**src/rtl/ide_pio_pkg.sv**
```systemverilog
package ide_pio_pkg;
  localparam int FIELD_W = 4;
  localparam int BYTE_W  = 2 * FIELD_W;

  // register map; the byte slots follow dev*3 + kind ordering
  localparam int ADDR_SETUP_WORD = 0;
  localparam int ADDR_SETUP_M    = 1;
  localparam int ADDR_SETUP_S    = 2;
  localparam int ADDR_BYTE_BASE  = 3;
  localparam int KINDS_PER_DEV   = 3;  // 0 wide read, 1 wide write, 2 narrow
  localparam int NUM_DEVS        = 2;
  localparam int NUM_BYTES       = NUM_DEVS * KINDS_PER_DEV;
  localparam int ADDR_LAST       = ADDR_BYTE_BASE + NUM_BYTES - 1;

  typedef enum logic [2:0] {
    PH_IDLE,
    PH_SETUP,
    PH_ACTIVE,
    PH_RECOV,
    PH_DONE
  } phase_e;

  typedef struct packed {
    logic [FIELD_W-1:0] setup;
    logic [FIELD_W-1:0] active;
    logic [FIELD_W-1:0] recov;
  } xfer_timing_t;
endpackage

```
**src/rtl/pio_timing_regs.sv**
```systemverilog
module pio_timing_regs
  import ide_pio_pkg::*;
#(
  parameter int CFG_AW = 4,
  parameter int WORD_W = 32
) (
  input  logic                                clk,
  input  logic                                rst,
  input  logic                                cfg_we,
  input  logic [CFG_AW-1:0]                   cfg_addr,
  input  logic [WORD_W-1:0]                   cfg_wdata,
  output logic [WORD_W-1:0]                   cfg_rdata,
  output logic [WORD_W-1:0]                   setup_word,
  output logic [NUM_BYTES-1:0][BYTE_W-1:0]    tbytes
);
  localparam logic [WORD_W-1:0] SETUP_RST = WORD_W'({NUM_DEVS*FIELD_W{1'b1}});
  localparam logic [BYTE_W-1:0] BYTE_RST  = {BYTE_W{1'b1}};

  logic [WORD_W-1:0] setup_q;

  always_ff @(posedge clk) begin
    if (rst) begin
      setup_q <= SETUP_RST;
    end else if (cfg_we) begin
      if (cfg_addr == CFG_AW'(ADDR_SETUP_WORD))
        setup_q <= cfg_wdata;
      else if (cfg_addr == CFG_AW'(ADDR_SETUP_M))
        setup_q[FIELD_W-1:0] <= cfg_wdata[FIELD_W-1:0];
      else if (cfg_addr == CFG_AW'(ADDR_SETUP_S))
        setup_q[2*FIELD_W-1:FIELD_W] <= cfg_wdata[FIELD_W-1:0];
    end
  end

  for (genvar gi = 0; gi < NUM_BYTES; gi++) begin : g_byte
    localparam logic [CFG_AW-1:0] MY_ADDR = CFG_AW'(ADDR_BYTE_BASE + gi);
    always_ff @(posedge clk) begin
      if (rst)
        tbytes[gi] <= BYTE_RST;
      else if (cfg_we && cfg_addr == MY_ADDR)
        tbytes[gi] <= cfg_wdata[BYTE_W-1:0];
    end
  end

  assign setup_word = setup_q;

  always_comb begin
    cfg_rdata = '0;
    if (cfg_addr == CFG_AW'(ADDR_SETUP_WORD))
      cfg_rdata = setup_q;
    else if (cfg_addr == CFG_AW'(ADDR_SETUP_M))
      cfg_rdata = WORD_W'(setup_q[FIELD_W-1:0]);
    else if (cfg_addr == CFG_AW'(ADDR_SETUP_S))
      cfg_rdata = WORD_W'(setup_q[2*FIELD_W-1:FIELD_W]);
    else
      for (int i = 0; i < NUM_BYTES; i++)
        if (cfg_addr == CFG_AW'(ADDR_BYTE_BASE + i))
          cfg_rdata = WORD_W'(tbytes[i]);
  end

  // a master nibble write keeps every upper bit
  a_r2_master_nibble_keeps: assert property (@(posedge clk) disable iff (rst)
    (cfg_we && cfg_addr == CFG_AW'(ADDR_SETUP_M))
      |=> (setup_q[WORD_W-1:FIELD_W] == $past(setup_q[WORD_W-1:FIELD_W])));

  // a slave nibble write keeps the master nibble and bits above it
  a_r2_slave_nibble_keeps: assert property (@(posedge clk) disable iff (rst)
    (cfg_we && cfg_addr == CFG_AW'(ADDR_SETUP_S))
      |=> (setup_q[FIELD_W-1:0] == $past(setup_q[FIELD_W-1:0]) &&
           setup_q[WORD_W-1:2*FIELD_W] == $past(setup_q[WORD_W-1:2*FIELD_W])));

  // unmapped writes change nothing
  a_r2_unmapped_ignored: assert property (@(posedge clk) disable iff (rst)
    (cfg_we && cfg_addr > CFG_AW'(ADDR_LAST))
      |=> ($stable(setup_q) && $stable(tbytes)));
endmodule

```
**src/rtl/pio_field_select.sv**
```systemverilog
module pio_field_select
  import ide_pio_pkg::*;
#(
  parameter int WORD_W = 32
) (
  input  logic [WORD_W-1:0]                setup_word,
  input  logic [NUM_BYTES-1:0][BYTE_W-1:0] tbytes,
  input  logic                             dev,
  input  logic                             write,
  input  logic                             wide,
  output xfer_timing_t                     timing
);
  logic [1:0]        kind;
  logic [BYTE_W-1:0] chosen;

  always_comb begin
    if (!wide)      kind = 2'd2;
    else if (write) kind = 2'd1;
    else            kind = 2'd0;
    chosen = dev ? tbytes[KINDS_PER_DEV + 32'(kind)] : tbytes[32'(kind)];
    timing.setup  = dev ? setup_word[2*FIELD_W-1:FIELD_W] : setup_word[FIELD_W-1:0];
    timing.active = chosen[BYTE_W-1:FIELD_W];
    timing.recov  = chosen[FIELD_W-1:0];
  end
endmodule

```
**src/rtl/pio_phase_seq.sv**
```systemverilog
module pio_phase_seq
  import ide_pio_pkg::*;
#(
  parameter int DATA_W = 16
) (
  input  logic              clk,
  input  logic              rst,
  input  logic              start,
  input  xfer_timing_t      timing,
  input  logic              dev,
  input  logic              write,
  input  logic [DATA_W-1:0] wdata,
  input  logic [DATA_W-1:0] dd_in,
  output logic              busy,
  output logic              done,
  output logic              addr_valid,
  output logic              dev_sel,
  output logic              dior_n,
  output logic              diow_n,
  output logic [DATA_W-1:0] dd_out,
  output logic              dd_oe,
  output logic [DATA_W-1:0] rd_data
);
  phase_e             state;
  logic [FIELD_W-1:0] cnt;
  xfer_timing_t       t_q;
  logic               wr_q;
  logic               dev_q;
  logic [DATA_W-1:0]  wdat_q;
  logic [DATA_W-1:0]  rdat_q;
  logic               last;

  assign last = (cnt == '0);

  always_ff @(posedge clk) begin
    if (rst) begin
      state  <= PH_IDLE;
      cnt    <= '0;
      t_q    <= '0;
      wr_q   <= 1'b0;
      dev_q  <= 1'b0;
      wdat_q <= '0;
      rdat_q <= '0;
    end else begin
      unique case (state)
        PH_IDLE: if (start) begin
          state  <= PH_SETUP;
          cnt    <= timing.setup;
          t_q    <= timing;
          wr_q   <= write;
          dev_q  <= dev;
          wdat_q <= wdata;
        end
        PH_SETUP: if (last) begin
          state <= PH_ACTIVE;
          cnt   <= t_q.active;
        end else cnt <= cnt - 1'b1;
        PH_ACTIVE: if (last) begin
          state <= PH_RECOV;
          cnt   <= t_q.recov;
          if (!wr_q) rdat_q <= dd_in;
        end else cnt <= cnt - 1'b1;
        PH_RECOV: if (last) state <= PH_DONE;
                  else cnt <= cnt - 1'b1;
        PH_DONE:  state <= PH_IDLE;
        default:  state <= PH_IDLE;
      endcase
    end
  end

  always_comb begin
    busy       = (state == PH_SETUP) || (state == PH_ACTIVE) || (state == PH_RECOV);
    addr_valid = busy;
    done       = (state == PH_DONE);
    dior_n     = !((state == PH_ACTIVE) && !wr_q);
    diow_n     = !((state == PH_ACTIVE) && wr_q);
    dd_oe      = (state == PH_ACTIVE) && wr_q;
    dd_out     = dd_oe ? wdat_q : '0;
    dev_sel    = dev_q;
    rd_data    = rdat_q;
  end

  // one strobe at a time
  a_r6_one_strobe: assert property (@(posedge clk) disable iff (rst)
    !(!dior_n && !diow_n));

  // strobes only inside the address window
  a_r3_strobe_in_window: assert property (@(posedge clk) disable iff (rst)
    (!dior_n || !diow_n) |-> addr_valid);

  // ACTIVE is entered only from SETUP
  a_r3_active_after_setup: assert property (@(posedge clk) disable iff (rst)
    $rose(state == PH_ACTIVE) |-> ($past(state) == PH_SETUP));

  // done is a lone pulse with busy low
  a_r7_done_pulse: assert property (@(posedge clk) disable iff (rst)
    done |-> (!busy ##1 !done));

  // captured timing holds across a transfer
  a_r10_timing_held: assert property (@(posedge clk) disable iff (rst)
    (busy && $past(busy)) |-> $stable(t_q));

  // the data bus is driven only under the write strobe
  a_r8_oe_under_strobe: assert property (@(posedge clk) disable iff (rst)
    dd_oe |-> !diow_n);
endmodule

```
**src/rtl/ide_pio_strobe_gen.sv**
```systemverilog
module ide_pio_strobe_gen
  import ide_pio_pkg::*;
#(
  parameter int CFG_AW = 4,
  parameter int WORD_W = 32,
  parameter int DATA_W = 16
) (
  input  logic              clk,
  input  logic              rst,
  input  logic              cfg_we,
  input  logic [CFG_AW-1:0] cfg_addr,
  input  logic [WORD_W-1:0] cfg_wdata,
  output logic [WORD_W-1:0] cfg_rdata,
  input  logic              req_valid,
  input  logic              req_dev,
  input  logic              req_write,
  input  logic              req_wide,
  input  logic [DATA_W-1:0] req_wdata,
  output logic              busy,
  output logic              done,
  output logic              addr_valid,
  output logic              dev_sel,
  output logic              dior_n,
  output logic              diow_n,
  output logic [DATA_W-1:0] dd_out,
  output logic              dd_oe,
  input  logic [DATA_W-1:0] dd_in,
  output logic [DATA_W-1:0] rd_data
);
  logic [WORD_W-1:0]                setup_word;
  logic [NUM_BYTES-1:0][BYTE_W-1:0] tbytes;
  xfer_timing_t                     sel_timing;

  pio_timing_regs #(.CFG_AW(CFG_AW), .WORD_W(WORD_W)) u_regs (
    .clk       (clk),
    .rst       (rst),
    .cfg_we    (cfg_we),
    .cfg_addr  (cfg_addr),
    .cfg_wdata (cfg_wdata),
    .cfg_rdata (cfg_rdata),
    .setup_word(setup_word),
    .tbytes    (tbytes)
  );

  pio_field_select #(.WORD_W(WORD_W)) u_sel (
    .setup_word(setup_word),
    .tbytes    (tbytes),
    .dev       (req_dev),
    .write     (req_write),
    .wide      (req_wide),
    .timing    (sel_timing)
  );

  pio_phase_seq #(.DATA_W(DATA_W)) u_seq (
    .clk       (clk),
    .rst       (rst),
    .start     (req_valid),
    .timing    (sel_timing),
    .dev       (req_dev),
    .write     (req_write),
    .wdata     (req_wdata),
    .dd_in     (dd_in),
    .busy      (busy),
    .done      (done),
    .addr_valid(addr_valid),
    .dev_sel   (dev_sel),
    .dior_n    (dior_n),
    .diow_n    (diow_n),
    .dd_out    (dd_out),
    .dd_oe     (dd_oe),
    .rd_data   (rd_data)
  );
endmodule

```
**config.mk**
```make
export PLATFORM = sky130hd
export DESIGN_NAME = ide_pio_strobe_gen
export DESIGN_NICKNAME = d
export VERILOG_FILES = /design/src/rtl/ide_pio_pkg.sv /design/src/rtl/pio_timing_regs.sv /design/src/rtl/pio_field_select.sv /design/src/rtl/pio_phase_seq.sv /design/src/rtl/ide_pio_strobe_gen.sv
export SDC_FILE = /design/constraint.sdc
export NUM_CORES = 1
export LEC_CHECK = 0
export BUFFER_PORTS_ARGS = -buffer_cell sky130_fd_sc_hd__buf_2
export CORE_MARGIN = 2
export CORE_UTILIZATION = 30
export DETAILED_ROUTE_END_ITERATION = 12
export PLACE_DENSITY = 0.5
export SLEW_MARGIN = 20
export SYNTH_ARGS = -nofsm -noshare
export SYNTH_HDL_FRONTEND = slang
export SYNTH_HIERARCHICAL = 1
export SYNTH_SLANG_ARGS = --single-unit
export TNS_END_PERCENT = 50
```
**constraint.sdc**
```tcl
create_clock -name clk -period 6.3 [get_ports clk]
set_clock_uncertainty 0.2 [all_clocks]
set_input_delay 0.315 -clock clk [delete_from_list [all_inputs] [get_ports clk]]
set_output_delay 0.315 -clock clk [all_outputs]
set_load 0.02 [all_outputs]
```
After elaboration in Yosys (flattened, before gate mapping)
Index checks and enable logic that the tools add are counted.
{ "word_totals": {"ff_bits": 129, "wordCells": 98, "output_inout_bits": 71, "in_bits": 75} }
{ "classes": {"magnitude_cmp": 2, "n_reduce_logical": 26, "add_sub_neg": 2, "n_eq_ne": 18, "mux": 32, "bitwise_logic": 1} }
{ "op_table": {"columns": ["cell", "n"], "rows": [
  ["2-to-1 mux 32 bit", 3],
  ["2-to-1 mux 8 bit", 10],
  ["< comparator 32 x 4 -> 1 bit (second input constant)", 1],
  ["2-to-1 mux 4 bit", 8],
  ["binary-select mux 8 bit (select 3 bit)", 1],
  ["binary-select mux 8 bit (select 2 bit)", 1],
  ["equality test 4 x 3 -> 1 bit (second input constant)", 4],
  ["2-to-1 mux 16 bit", 1],
  ["case mux 4 bit (4 select lines)", 1],
  ["2-to-1 mux 3 bit", 4],
  ["case mux 3 bit (4 select lines)", 1],
  ["AND reduction 3 bit", 3],
  ["equality test 4 x 2 -> 1 bit (second input constant)", 2],
  ["logical AND 1 bit", 8],
  ["zero test 4 bit", 2],
  ["inequality test 2 x 1 -> 1 bit (second input constant)", 4],
  ["equality test 3 x 2 -> 1 bit (second input constant)", 2],
  ["AND reduction 2 bit", 3],
  ["equality test 4 x 1 -> 1 bit (second input constant)", 1],
  ["equality test 4 bit (second input constant)", 1],
  ["< comparator 2 x 4 -> 1 bit (second input constant)", 1],
  ["inequality test 2 bit (second input constant)", 2],
  ["AND reduction 4 bit", 1],
  ["nonzero test 2 bit", 2],
  ["11 further kinds", 14]
]} }

Depth between registers and ports, before layout
Gate-level depths: netlist of run 1.
{ "depth": {"depth_word": 10, "depth_mapped": 9, "mapped_depth_nobuf": 6} }

Modules after synthesis
Netlist of run 1, hierarchy kept.
{ "modules_own_cells": {"columns": ["module", "area_per_inst_um2", "cells_per_inst", "instances"], "rows": [
  ["pio_timing_regs", 3985.1, 443, 1],
  ["pio_phase_seq", 2139.6, 276, 1],
  ["pio_field_select", 479.2, 32, 1]
]} }

Worst setup path after synthesis of run 1
No wires, ideal clock.
{ "synth_timing": {"path_type": "register to output", "start": "reg u_seq.state[1]", "end": "out dd_out[10]", "arrival_time_ns": 1.701, "slack_ns": 4.084, "path_stages_with_launch": 6, "n_path_buf": 2, "path_cell_list": "dfxtp_1 > clkbuf_2 > nand2b_1 > nor3b_1 > clkbuf_1 > and2_1"} }
{ "synth_between": {"elab_chain_len": 3} }
{ "synth_lines": {"columns": ["item", "line", "rtl"], "rows": [
  ["from (decl)", "pio_phase_seq.sv:24", "phase_e state;"],
  ["from (signal assigned)", "pio_phase_seq.sv:37", "state <= PH_IDLE;"],
  ["from (signal assigned)", "pio_phase_seq.sv:47", "state <= PH_SETUP;"],
  ["from (signal assigned)", "pio_phase_seq.sv:55", "state <= PH_ACTIVE;"],
  ["equality test 3 x 2 -> 1 bit", "pio_phase_seq.sv:77", "dd_oe = (state == PH_ACTIVE) && wr_q;"],
  ["logical AND 1 bit", "pio_phase_seq.sv:77", null],
  ["via dd_oe", "ide_pio_strobe_gen.sv:26", "output logic dd_oe,"],
  ["2-to-1 mux 16 bit", "pio_phase_seq.sv:78", "dd_out = dd_oe ? wdat_q : '0;"],
  ["to (decl)", "ide_pio_strobe_gen.sv:25", "output logic [DATA_W-1:0] dd_out,"]
]} }
The timed path passes the listed nets, and every way through them passes these cells.

Worst setup path in the final report of run 1
{ "layout_timing": {"start": "in cfg_addr[0]", "end": "out cfg_rdata[1]"} }
{ "layout_between": {"elab_chain_len": 10, "word_cells_on_any_way": 18} }
{ "layout_lines": {"columns": ["item", "line", "rtl"], "rows": [
  ["from (decl)", "ide_pio_strobe_gen.sv:11", "input logic [CFG_AW-1:0] cfg_addr,"],
  ["equality test 4 x 2 -> 1 bit", "pio_timing_regs.sv:56", "if (cfg_addr == CFG_AW'(ADDR_BYTE_BASE + i))"],
  ["2-to-1 mux 8 bit (6 in a row)", "pio_timing_regs.sv:56", null],
  ["2-to-1 mux 32 bit", "pio_timing_regs.sv:52", "else if (cfg_addr == CFG_AW'(ADDR_SETUP_S))"],
  ["2-to-1 mux 32 bit", "pio_timing_regs.sv:50", "else if (cfg_addr == CFG_AW'(ADDR_SETUP_M))"],
  ["2-to-1 mux 32 bit (*)", "pio_timing_regs.sv:48", "if (cfg_addr == CFG_AW'(ADDR_SETUP_WORD))"],
  ["to (decl)", "ide_pio_strobe_gen.sv:13", "output logic [WORD_W-1:0] cfg_rdata,"]
]} }
Mark *: on every way between the ends. The rest lies on a longest branch, timed or not.

==> impl_metrics.toml, run 1 <==
[timing]
fmax_mhz = 344
rsz0062_at_grt = "false"
timing.hold.ws_ns = 0.0309
drv_slew = 0
tightest_slew_ns = 1.03
report.final.setup_viol = 0
finalCritPeriodShare_pct = 46.2
hold_viol = 0
setup_tns_ns = 0
fin_ws_ns = 3.39
min_period_ns = 2.91
maxSlewHeadroom_pct = 30.8

[final_layout]
fin_util_pct = 39.6
final_cell_mix = "nand2_1, buf_2, dfxtp_1"
syn2layout_area_growth_pct = 30.0
n_antenna_cell = 0
layout.nets = 998
nFillCells = 2223
final_common_cell = "nand2_1"
layout-drive-gt1-share_pct = 27.0

[setup_path]
r2r_cells = 6
path_class = "in2out"
rrSetupSlack_ns = 3.94
startpoint_type = "primary input"
worstSetupEndpointType = "output port"
reg2reg_to = "u_seq/rd_data[3]"
cp.required_ns = 5.78
path_max_fanout = 35
arrival_ns = 2.39
r2r_start = "u_seq/cnt[0]"

[drt]
drt_pass1_iterations = 5
drc = 0
wl_mm = 19.8
drtAntennaViolNets = 0
first_iter_violations = 426
via_count = 6038
vias_per_cell = 4.98
wl_per_cell_um = 16.3

[min_path]
hp-start = "cfg_wdata[0]"
hp-class = "in2reg"
hold_depth = 2
holdPathEnd = "u_regs/tbytes[0]"

[global_route]
antenna_found_initial = 0
grt_pass1_wl_mm = 31.1
grtUsageTotal_pct = 16.6
grt_max_degree = 68
grt_overflow = 0
grt_pass1_vias = 5738

[die]
die_area_um2 = 23200
die_x_um = 152
io_pins = 146
rows = 54
core_area_um2 = 21700
dieHeight_um = 152
initial_core_util_pct = 30.4

[clock_network]
h-tree-depth = 4
cts_tree = "done"
cts_buffers = 17
clockRootBuffer = "clkbuf_16"
cts_buffer_depth = 2
clk_latency_ns = 0.41
clkTransAtPathRegs_ns = 0.06
cts.sinks = 129
postCtsSetupRepairBufs = 0

[synthesis]
synth_cell_types = 66
synth_seq_area_share_pct = 39.1
async_flop_share_pct = 0
synth_edf_count = 0
postSynthCellCount = 751
yosysWarnings = 6
ys.flop_type = "dfxtp_1"
ys_seq_elements = 129
synth.avg_cell_area_um2 = 8.79
syn-num-nets = 828
syn_area_um2 = 6600

[power]
power.static_leakage_nw = 3.43
p_per_area_nw_per_um2 = 272
ir_worst_vdd_mv = 0.172

[status]
status = "finished, final reports clean"

[place]
port-buffer-count = 145
routabilityCongestion = 0.767
dpl.hpwl_mm = 12.5
place_ws_ns = 3.09

[job]
cap_violations = 0
[area by class of cell]
cell class / instances / area, um^2 / share of cell area (%)
clock buffers: 23 / 508 / 5.91
inverters: 15 / 56.3 / 0.656
clock inverters: 8 / 101 / 1.18
well taps: 280 / 350 / 4.08
multi-input cells: 545 / 3590 / 41.8
repair buffers: 213 / 1400 / 16.3
flip-flops and latches: 129 / 2580 / 30.1
[worst max path at each step]
stage / start / endpoint / depth (start not counted)
2_1_floorplan: u_seq/state[1] / dd_out[10] / 5
6_report: cfg_addr[0] / cfg_rdata[1] / 6
3_5_place_dp: cfg_addr[0] / u_regs/setup_word[15] / 5
3_3_place_gp: cfg_addr[0] / u_regs/setup_word[17] / 5
5_1_grt: cfg_addr[0] / cfg_rdata[2] / 6
4_1_cts: cfg_addr[0] / cfg_rdata[2] / 6
[critical path, cell delays in order]
cell and delay [ns]:
buf_2 0.62, and3b_1 0.51, nand2_1 0.12, a2111oi_2 0.37, o32a_1 0.26, buf_2 0.18
[registers in the layout (all words and copies together) (netlist names)]
register and cells:
u_seq/wr_q 1, u_regs/setup_word 32, u_seq/cnt 4, u_seq/dev_sel 1, u_seq/wdat_q 16, u_regs/tbytes 48, u_seq/t_q 8, u_seq/state 3
u_seq/rd_data 16
[cells in the mapped netlist (3+ instances only)]
cell type | n | share of area, %
o22ai_1 | 3 | 0.28
nor3b_1 | 5 | 0.57
o22a_1 | 3 | 0.40
and3b_1 | 3 | 0.40
nor3_1 | 10 | 0.76
nor3_2 | 4 | 0.61
a21oi_2 | 20 | 2.7
a22oi_1 | 5 | 0.57
o211ai_1 | 4 | 0.45
mux2i_1 | 6 | 0.91
inv_1 | 15 | 0.85
dfxtp_1 | 129 | 39
mux2_4 | 10 | 2.3
clkbuf_1 | 23 | 1.3
buf_2 | 17 | 1.3
mux2_2 | 13 | 2.2
a2bb2oi_1 | 3 | 0.40
a21oi_1 | 55 | 4.2
and2_1 | 42 | 4.0
buf_6 | 12 | 2.0
nand2b_1 | 10 | 0.95
o21bai_1 | 3 | 0.34
and3_1 | 5 | 0.47
a32oi_1 | 3 | 0.40
nor2_1 | 54 | 3.1
a211o_1 | 57 | 7.6
o21ai_0 | 14 | 1.1
buf_4 | 6 | 0.68
nand2_1 | 146 | 8.3
a211oi_1 | 3 | 0.34
mux4_2 | 9 | 3.1
nor2b_1 | 12 | 1.1
a2111oi_0 | 6 | 0.80
[per-layer routing]
metal	routed length (um)	GRT usage, %
met1	9170	22.4
met2	9210	26.7
met3	1140	3.75
met4	310	4.85
met5	0	0
[kinds of logic after synthesis]
logic type / synth area share, %
AOI/OAI and AO/OA: 20.8
xor gates and xnor gates: 0.265
DFF: 39.1
muxes: 8.81
and+or+nand+nor: 23.9
adders and majority gates: 0.379
buffers and inverters: 6.67
[report_power, final]
group          total [W]  internal [W]  switching (W)
clock network    0.00101      0.000643       0.000368
logic           0.000406      0.000167       0.000240
registers       0.000917      0.000869      0.0000476
total            0.00233       0.00168       0.000655
[metrics by stage]
step                instance area [um^2]  total power, W  cells
CTS                                 8580         0.00236   1212
global placement                    7340         0.00131   1118
global route                        8590         0.00244   1213
finish                              8590         0.00233   1213
floorplan                           6600         0.00120    751
detailed placement                  7340         0.00131   1118
[what timing repair did]
action,in CTS,in global routing
hold endpoints to repair,63,0
hold buffers,63,0
gates resized for setup,0,0
No activity file was read; power rests on OpenSTA's default activity.
==> inputs of run 2 (changes only) <==
==> constraint.sdc (replaced) <==
create_clock -name clk -period 3.1 [get_ports clk]
set_clock_uncertainty 0.2 [all_clocks]
set_input_delay 0.155 -clock clk [delete_from_list [all_inputs] [get_ports clk]]
set_output_delay 0.155 -clock clk [all_outputs]
set_load 0.02 [all_outputs]
==> impl_metrics.toml, run 2 (synthesis results as in run 1) <==
[min_path]
hp-start = "req_write"
hold_depth = 3
hp-class = "in2reg"

[place]
routabilityCongestion = 0.819
place_ws_ns = 0.864
port-buffer-count = 145
dp_cells = 1128
dpl.hpwl_mm = 12.9

[status]
status = "finished, final reports clean"

[clock_network]
cts_buffer_depth = 2
clockRootBuffer = "clkbuf_16"
cts.sinks = 129
cts_tree = "done"
cts_resized = 0
clk_latency_ns = 0.41
cts_buffers = 17
postCtsSetupRepairBufs = 0
clkTransAtPathRegs_ns = 0.06
h-tree-depth = 4

[timing]
min_period_ns = 2.81
rsz0062_at_grt = "false"
fmax_mhz = 356
setup_tns_ns = 0
report.final.setup_viol = 0
finalCritPeriodShare_pct = 90.5
maxSlewHeadroom_pct = 50.3
fin_ws_ns = 0.295
drv_slew = 0
tightest_slew_ns = 0.745
hold_viol = 0
timing.hold.ws_ns = 0.0643

[die]
rows = 54
core_area_um2 = 21700
io_pins = 146
die_x_um = 152
dieHeight_um = 152
initial_core_util_pct = 30.4
die_area_um2 = 23200

[global_route]
antenna_found_initial = 0
grtUsageTotal_pct = 17.2
top_usage_layer = "met2"
grt_pass1_wl_mm = 32.4
met2_usage_pct = 28.0
grtUsageMet1_pct = 23.4
gr-usage-met3_pct = 3.84
grt_pass1_vias = 5886
grt_overflow = 0
grt_max_degree = 56

[drt]
vias_per_cell = 4.89
wl_per_cell_um = 16.1
via_count = 6142
wl_mm = 20.2
first_iter_violations = 505
drtAntennaViolNets = 0
drt_pass1_iterations = 5
drc = 0

[final_layout]
layout-drive-gt1-share_pct = 26.8
final_cell_mix = "nand2_1, buf_2, dfxtp_1"
n_antenna_cell = 0
final_common_cell = "nand2_1"
finalNonFillerCells = 1255
largest_reg_flops = 48
regMostFlops = "u_regs/tbytes"
syn2layout_area_growth_pct = 36.5
layout.nets = 1039

[setup_path]
worstSetupEndpointType = "register"
startpoint_type = "register"
r2r_start = "u_seq/cnt[0]"
cp.required_ns = 3.19
r2r_cells = 7
path_max_fanout = 16
arrival_ns = 2.90
path_class = "reg2reg"
cp-startpoint = "u_seq/cnt[0]"

[power]
finalPower_w = 0.00492
power.static_leakage_nw = 3.70
p_per_area_nw_per_um2 = 546
ir_worst_vdd_mv = 0.322

[job]
cap_violations = 0
-- run 2: changes by cell type in the layout (fill, tap and decap cells not counted) --
cell	delta
dlygate4sd3_1	+32
buf_4	+9
clkbuf_8	-4
bufinv_16	+2
inv_6	+2
buf_12	+1
buf_6	-1
clkbuf_1	+1
-- run 2: critical path, cell delays in order (launching register included) --
cell	delay [ns]
dfxtp_1	0.33
inv_1	0.09
ha_1	0.19
or3b_1	0.51
or4_4	0.59
nand2_1	0.11
a21oi_1	0.07
dlygate4sd3_1	0.59
-- run 2: area by class of cell --
type | count | area, um^2
fillers | 2194 | 12700
multi-input cells | 545 | 3590
inverters | 15 | 56.3
clock inverters | 12 | 179
well taps | 280 | 350
clock buffers | 20 | 457
repair buffers | 254 | 1800
flip-flops and latches | 129 | 2580
-- run 2: repair_timing --
action | 4_1_cts | 5_1_grt
hold endpoints to repair | 85 | 0
hold buffers | 95 | 0
setup endpoints to repair | 0 | 0
-- run 2: worst paths after layout --
kind | to | slack [ns]
max reg2reg | u_seq/rd_data[14] | 0.29
max | u_seq/rd_data[14] | 0.29
min | u_seq/wr_q | 0.06
min reg2reg | u_seq/wdat_q[5] | 0.25
-- run 2: metrics by stage --
step | area [um^2] | util [%]
6_report | 9010 | 41.5
3_5_place_dp | 7420 | 34.2
5_1_grt | 9010 | 41.5
4_1_cts | 9010 | 41.5
3_3_place_gp | 7420 | 34.2
2_1_floorplan | 6600 | -
-- run 2: layer usage --
metal | up-vias | routed length (um)
met5 | - | 0
met4 | 0 | 161
met3 | 13 | 1060
met2 | 185 | 9390
met1 | 2895 | 9620
li1 | 3049 | -
-- run 2: power breakdown --
part | total [W] | internal (W) | switching (W)
combinational | 0.000886 | 0.000391 | 0.000495
sequential | 0.00186 | 0.00177 | 0.0000983
clock | 0.00217 | 0.00139 | 0.000780
